===== src/rtl/sync_serial_tx.sv =====
module sync_serial_tx #(
  parameter int NBITS    = 8,
  parameter int DIV_HALF = 4
) (
  input  logic             clk,
  input  logic             rst_n,
  input  logic             tx_en,
  input  logic             ext_sel,
  input  logic             sclk_in,
  input  logic             wr_stb,
  input  logic [NBITS-1:0] wr_data,
  input  logic             clr_empty,
  input  logic             tend_ie,
  output logic             sclk_out,
  output logic             sdata,
  output logic             buf_empty,
  output logic             tx_end,
  output logic             irq_empty,
  output logic             irq_end
);
  localparam int CW = (NBITS > 1) ? $clog2(NBITS) : 1;
  localparam int DW = (DIV_HALF > 1) ? $clog2(DIV_HALF) : 1;

  logic [NBITS-1:0] hold_q, shift_q;
  logic [CW-1:0]    bit_q;
  logic [DW-1:0]    div_q;
  logic [2:0]       sync_q;
  logic             active_q, last_q, sclk_q, dout_q;

  logic div_wrap, int_tick, fall_ev, rise_ev, start, last_bit, refill;
  logic [NBITS-1:0] next_hold;

  assign div_wrap  = (div_q == DW'(DIV_HALF - 1));
  assign int_tick  = active_q & ~ext_sel & div_wrap;
  assign fall_ev   = ext_sel ? (active_q & sync_q[2] & ~sync_q[1]) : (int_tick & sclk_q);
  assign rise_ev   = ext_sel ? (active_q & ~sync_q[2] & sync_q[1]) : (int_tick & ~sclk_q);
  assign start     = ~active_q & ~buf_empty;
  assign last_bit  = (bit_q == CW'(NBITS - 1));
  assign refill    = ~buf_empty | clr_empty;
  assign next_hold = (wr_stb & buf_empty) ? wr_data : hold_q;

  assign sclk_out  = ext_sel ? 1'b1 : sclk_q;
  assign sdata     = dout_q;
  assign irq_empty = buf_empty & tx_en;
  assign irq_end   = tx_end & tend_ie & tx_en;

  always_ff @(posedge clk or negedge rst_n) begin
    if (!rst_n) sync_q <= 3'b111;
    else        sync_q <= {sync_q[1:0], sclk_in};
  end

  always_ff @(posedge clk or negedge rst_n) begin
    if (!rst_n) begin
      div_q  <= '0;
      sclk_q <= 1'b1;
    end else if (!tx_en || !active_q || ext_sel) begin
      div_q  <= '0;
      sclk_q <= 1'b1;
    end else if (div_wrap) begin
      div_q  <= '0;
      sclk_q <= ~sclk_q;
    end else begin
      div_q  <= div_q + 1'b1;
    end
  end

  always_ff @(posedge clk or negedge rst_n) begin
    if (!rst_n) begin
      hold_q    <= '0;
      shift_q   <= '0;
      bit_q     <= '0;
      active_q  <= 1'b0;
      last_q    <= 1'b0;
      dout_q    <= 1'b1;
      buf_empty <= 1'b1;
      tx_end    <= 1'b1;
    end else if (!tx_en) begin
      shift_q   <= '0;
      bit_q     <= '0;
      active_q  <= 1'b0;
      last_q    <= 1'b0;
      dout_q    <= 1'b1;
      buf_empty <= 1'b1;
      tx_end    <= 1'b1;
    end else begin
      if (wr_stb && buf_empty) hold_q <= wr_data;
      if (clr_empty && buf_empty) begin
        buf_empty <= 1'b0;
        tx_end    <= 1'b0;
      end
      if (start) begin
        shift_q   <= hold_q;
        buf_empty <= 1'b1;
        bit_q     <= '0;
        active_q  <= 1'b1;
        last_q    <= 1'b0;
      end else if (fall_ev && !last_q) begin
        dout_q <= shift_q[bit_q];
        if (last_bit) begin
          bit_q <= '0;
          if (refill) begin
            shift_q   <= next_hold;
            buf_empty <= 1'b1;
          end else begin
            last_q <= 1'b1;
            tx_end <= 1'b1;
          end
        end else begin
          bit_q <= bit_q + 1'b1;
        end
      end else if (rise_ev && last_q) begin
        active_q <= 1'b0;
        last_q   <= 1'b0;
      end
    end
  end
endmodule


===== config.mk =====
export PLATFORM = sky130hd
export DESIGN_NAME = sync_serial_tx
export DESIGN_NICKNAME = d
export VERILOG_FILES = /design/src/rtl/sync_serial_tx.sv
export SDC_FILE = /design/constraint.sdc
export NUM_CORES = 1
export LEC_CHECK = 0
export ABC_AREA = 1
export BUFFER_PORTS_ARGS = -buffer_cell sky130_fd_sc_hd__buf_4
export CORE_ASPECT_RATIO = 1.75
export CORE_MARGIN = 5
export CORE_UTILIZATION = 60
export DETAILED_ROUTE_END_ITERATION = 8
export HOLD_SLACK_MARGIN = 0.05
export MAX_ROUTING_LAYER = met4
export PLACE_DENSITY = 0.93
export SETUP_SLACK_MARGIN = 0.15
export SYNTH_ARGS = -nofsm -noshare
export SYNTH_HDL_FRONTEND = slang
export SYNTH_SLANG_ARGS = --single-unit
export TNS_END_PERCENT = 1

===== constraint.sdc =====
create_clock -name clk -period 4.6 [get_ports clk]
set_clock_uncertainty 0.2 [all_clocks]
set_input_delay 0.69 -clock clk [delete_from_list [all_inputs] [get_ports clk]]
set_output_delay 0.69 -clock clk [all_outputs]
set_load 0.03 [all_outputs]

After elaboration in Yosys (flattened, before gate mapping)

Index checks and enable logic that the tools add are counted.

Input bits: 16
Word-level logic and storage cells: 104
Register bits: 30
Output and inout bits: 6

Muxes and demuxes: 43
Order comparisons: 1
Reduce and logical (&&, ||, !) cells: 15
Eq/ne operators: 12
Add/subtract/negate cells: 2
Bitwise operators: 20

Operators by type and width:

| kind                | count |
|---|---|
| $mux 8              | 6 |
| $mux 1              | 30 |
| $and 1x1->1         | 13 |
| $mux 3              | 4 |
| $ne 3x1->1 const B  | 4 |
| $ne 4x4->1 const B  | 2 |
| $not 1->1           | 6 |
| $reduce_and 2->1    | 3 |
| $reduce_and 3->1    | 2 |
| $logic_and 1x1->1   | 4 |
| $lt 3x4->1 const B  | 1 |
| $mux 2              | 2 |
| $ne 4x1->1 const B  | 1 |
| $add 3x1->3 const B | 1 |
| $bmux 1 s3          | 1 |
| $eq 3x3->1 const B  | 1 |
| $logic_not 1->1     | 3 |
| $ne 3x3->1 const B  | 1 |
| $add 2x1->2 const B | 1 |
| $eq 2x2->1 const B  | 1 |
| $logic_or 1x1->1    | 2 |
| $ne 2x1->1 const B  | 1 |
| $ne 2x2->1 const B  | 1 |
| $reduce_bool 2->1   | 1 |
| $or 1x1->1          | 1 |

Longest topological paths before layout

Word-level depth: 10
Depth in mapped cells: 9
Mapped depth without buffers: 9

Worst setup path before layout

Ideal clock, no wire load.

Kind: input to output
Start: input port tx_en
End: output port irq_end
Stages on the path: 3
Path slack: 2328 ps
Arrival time: 1382 ps
Cell sequence: buf_2 -> inv_1 -> nor2_1

Longest elaborated chain between the ends: 1

RTL lines:

| what               | RTL line | source |
|---|---|---|
| start: declaration | 7        | `input logic tx_en,` |
| $and 1x1->1        | 45       | `assign irq_end = tx_end & tend_ie & tx_en;` |
| end: declaration   | 19       | `output logic irq_end` |

Every way passes these cells.

Worst setup path in the final report

Ends and elaborated chain as after synthesis.

==> impl_metrics.toml <==
[outcome]
status = "finished clean"

[drt]
num_vias = 1290
detailedRoute.firstPassIterationCount = 4
routedWlPerCell_um = 11.7
viasPerCell = 5.27
route.final.wire_length_um = 2870
detail_route.drc_violations = 0
drt_iter0_drc = 29
ant_nets = 0

[placement]
port_buffers = 21
detailedPlace.worstSlack_ns = 2.43
dp_hpwl_um = 2180
place.gp.congestion = 0.839

[global_route]
first_global_vias = 1302
antenna_found_initial = 0
globalRouteMet1Util_pct = 20.8
grt_start_max_net_pins = 31
grt_util_met3_pct = 4.96
gr-total-overflow = 0
global_route.usage.met2_pct = 32.1
grt_pass1_wl_um = 5250
gr-usage-all-layers_pct = 20.1
grt_max_usage_layer = "met2"

[pwr]
peakVddDrop_v = 0.000297
cell_area_power_density_nw_per_um2 = 358
power.static_leakage_uw = 0.000928
combPwrFrac_pct = 16.7
clock_power_share_pct = 33.5
seqPwrFrac_pct = 49.8
power.net_switching_uw = 178
cellInternalPower_uw = 462
switching_share_pct = 27.8

[setup_path]
cells_on_worst_reg2reg_path = 6
timing.critical_path.fanout_max = 12
worstPathArrival_ns = 1.28
start_to_end_type_of_the_worst_setup_path = "input pin to output port"
launch_point_of_the_worst_reg_to_reg_path = "bit_q[0]$_DFFE_PN0P_"
crit-reg2reg-capture = "shift_q[6]$_DFFE_PN0P_"
r2r_setup_slack_ns = 2.92
worstPathRequired_ns = 3.71
end_kind = "output port"
timing.critical_path.from_type = "input pin"

[logic_synthesis]
synth_ff_type = "sky130_fd_sc_hd__dfrtp_1"
yosys.area.top_type = "sky130_fd_sc_hd__dfrtp_1"
yosysMostFrequentCell = "sky130_fd_sc_hd__nand2_1"
postSynthCellCount = 192
post_synth_instance_area_um2 = 1520
synth_area_per_cell_um2 = 7.92
synth_edf_count = 0
ys_async_sr_fraction_pct = 100
ys_top_cells_by_count = "54 x sky130_fd_sc_hd__nand2_1, 25 x sky130_fd_sc_hd__inv_1, 25 x sky130_fd_sc_hd__nand3_1"
ys.warnings.count = 0
yosys_register_bits = 30
synth_area_leaders = "sky130_fd_sc_hd__dfrtp_1 38%, sky130_fd_sc_hd__nand2_1 13%, sky130_fd_sc_hd__dfstp_2 12%"
synth_top_area_share_pct = 37.9
yosys.cell_types.count = 21
synthesis.nets = 211
ys_seq_area_share_pct = 50.0

[timing]
finalCritPeriodShare_pct = 47.1
grt_setup_unrepaired = "no"
timing.setup.tns_ns = 0
final_max_slew_viol_count = 0
report.final.setup_viol = 0
finalWorstPathRequiredPeriod_ns = 2.17
worst_slew_pin_slew_ns = 0.375
timing.slew.headroom_pct = 75.0
setup_slack_ns = 2.43
fmaxAchievable_mhz = 461
hold_violations = 0

[die]
fp.dieArea_um2 = 3680
fp.dieH_um = 76.6
coreArea_um2 = 2460
num_rows = 24
floorplan.initialDensity_pct = 61.7
pin_count = 22
width_of_the_die_um = 48.1

[cts]
clk_root_buffer_cell = "sky130_fd_sc_hd__clkbuf_8"
clock_sink_total = 30
post_cts.resized_instances = 0
cts_buffers = 5
tritoncts_clock_tree = "done"
postCtsSetupBuffers = 0
htree_num_levels = 2
cts_hold_repair.buffers = 0
clkTransAtPathRegs_ns = 0.06
ctsLongestPathBuffers = 2
clock_latency_ns = 0.28

[final_layout]
finalNetCount = 237
diodes_inserted = 0
share_of_final_layout_standard_cells_stronger_than_drive_strength_1_pct = 21.9
area.growth.synth_to_final_pct = 17.7

[worst_hold_path]
min-delay-path-class = "input pin to async pin"

[flow_run]
cap_viol_max_count = 0
## worst max-delay path, stage by stage
cell	delay, ns
sky130_fd_sc_hd__buf_4	0.16
sky130_fd_sc_hd__inv_1	0.11
sky130_fd_sc_hd__nor2_1	0.14
sky130_fd_sc_hd__buf_4	0.17
## power groups by stage
stage          Sequential, µW  Combinational, µW  Clock, µW
2_1_floorplan             322               71.0          0
3_3_place_gp              321                104          0
3_5_place_dp              323                107          0
4_1_cts                   319                109        220
5_1_grt                   323                125        233
6_report                  319                107        215
## worst max-delay path by stage
stage / endpoint / startpoint / depth (start not counted) / slack [ns]
global placement: sclk_out / ext_sel / 4 / 2.48
finish: irq_end / tx_en / 4 / 2.43
global route: irq_end / tx_en / 4 / 2.35
CTS: irq_end / tx_en / 4 / 2.43
floorplan: irq_end / tx_en / 3 / 2.33
detailed placement: irq_end / tx_en / 4 / 2.43
## routing by layer
metal	routed length, µm	vias to the layer above
met4	125	0
met2	1620	23
li1	-	659
met3	109	12
met1	1020	596
met5	0	-
## cell type report
| type | count | area, µm² |
|---|---|---|
| flip-flops and latches | 30 | 759 |
| fillers | 189 | 673 |
| inverters | 28 | 105 |
| well taps | 26 | 32.5 |
| clock buffers | 7 | 86.3 |
| clock inverters | 1 | 5.00 |
| repair buffers | 21 | 158 |
| multi-input cells | 132 | 643 |
## cell usage in the layout (no fill, tap or decap)
| cell | synthesis | layout |
|---|---|---|
| sky130_fd_sc_hd__inv_1 | 25 | 25 |
| sky130_fd_sc_hd__nor2_2 | 1 | 1 |
| sky130_fd_sc_hd__clkinv_2 | 0 | 1 |
| sky130_fd_sc_hd__dfrtp_1 | 23 | 23 |
| sky130_fd_sc_hd__nand2_2 | 5 | 5 |
| sky130_fd_sc_hd__or2_1 | 1 | 1 |
| sky130_fd_sc_hd__dfstp_2 | 7 | 7 |
| sky130_fd_sc_hd__o21ai_1 | 2 | 2 |
| sky130_fd_sc_hd__nand3_1 | 25 | 25 |
| sky130_fd_sc_hd__inv_2 | 3 | 3 |
| sky130_fd_sc_hd__clkbuf_1 | 0 | 1 |
| sky130_fd_sc_hd__nor2_4 | 2 | 2 |
| sky130_fd_sc_hd__clkbuf_8 | 0 | 6 |
| sky130_fd_sc_hd__nand2_1 | 54 | 54 |
| sky130_fd_sc_hd__nand3_2 | 1 | 1 |
| sky130_fd_sc_hd__o21ai_0 | 19 | 19 |
| sky130_fd_sc_hd__a21oi_1 | 4 | 4 |
| sky130_fd_sc_hd__ha_1 | 3 | 3 |
| sky130_fd_sc_hd__buf_4 | 1 | 21 |
| sky130_fd_sc_hd__nand3_4 | 1 | 1 |
| sky130_fd_sc_hd__nor2_1 | 12 | 12 |
| sky130_fd_sc_hd__nor3_1 | 1 | 1 |
| sky130_fd_sc_hd__o2bb2ai_1 | 1 | 1 |
## state kept, by name, indices dropped and copies added (netlist names)
signal and cells:
bit_q 3, tx_end 1, sync_q 3, sdata 1
sclk_q 1, shift_q 8, last_q 1, hold_q 8
div_q 2, active_q 1, buf_empty 1
## through the flow
stage / hold slack, ns / cells / total power (µW) / cell area (µm²) / util [%]
2_1_floorplan: 0.145 / 192 / 393 / 1520 / -
3_3_place_gp: 0.150 / 237 / 426 / 1700 / 69.0
3_5_place_dp: 0.150 / 237 / 430 / 1700 / 69.0
4_1_cts: 0.128 / 245 / 647 / 1790 / 72.7
5_1_grt: 0.147 / 245 / 680 / 1790 / 72.7
6_report: 0.119 / 245 / 640 / 1790 / 72.7
## logic make-up after synthesis
| family | after synthesis | share of synthesized area [%] |
|---|---|---|
| AO/OA/AOI/OAI | 26 | 8.81 |
| flip-flops | 30 | 50.0 |
| adder cells (fa/ha/maj) | 3 | 2.47 |
| AND/OR/NAND/NOR | 103 | 31.0 |
| buffers and inverters | 30 | 7.74 |
Power figures use the tool's default switching activity.
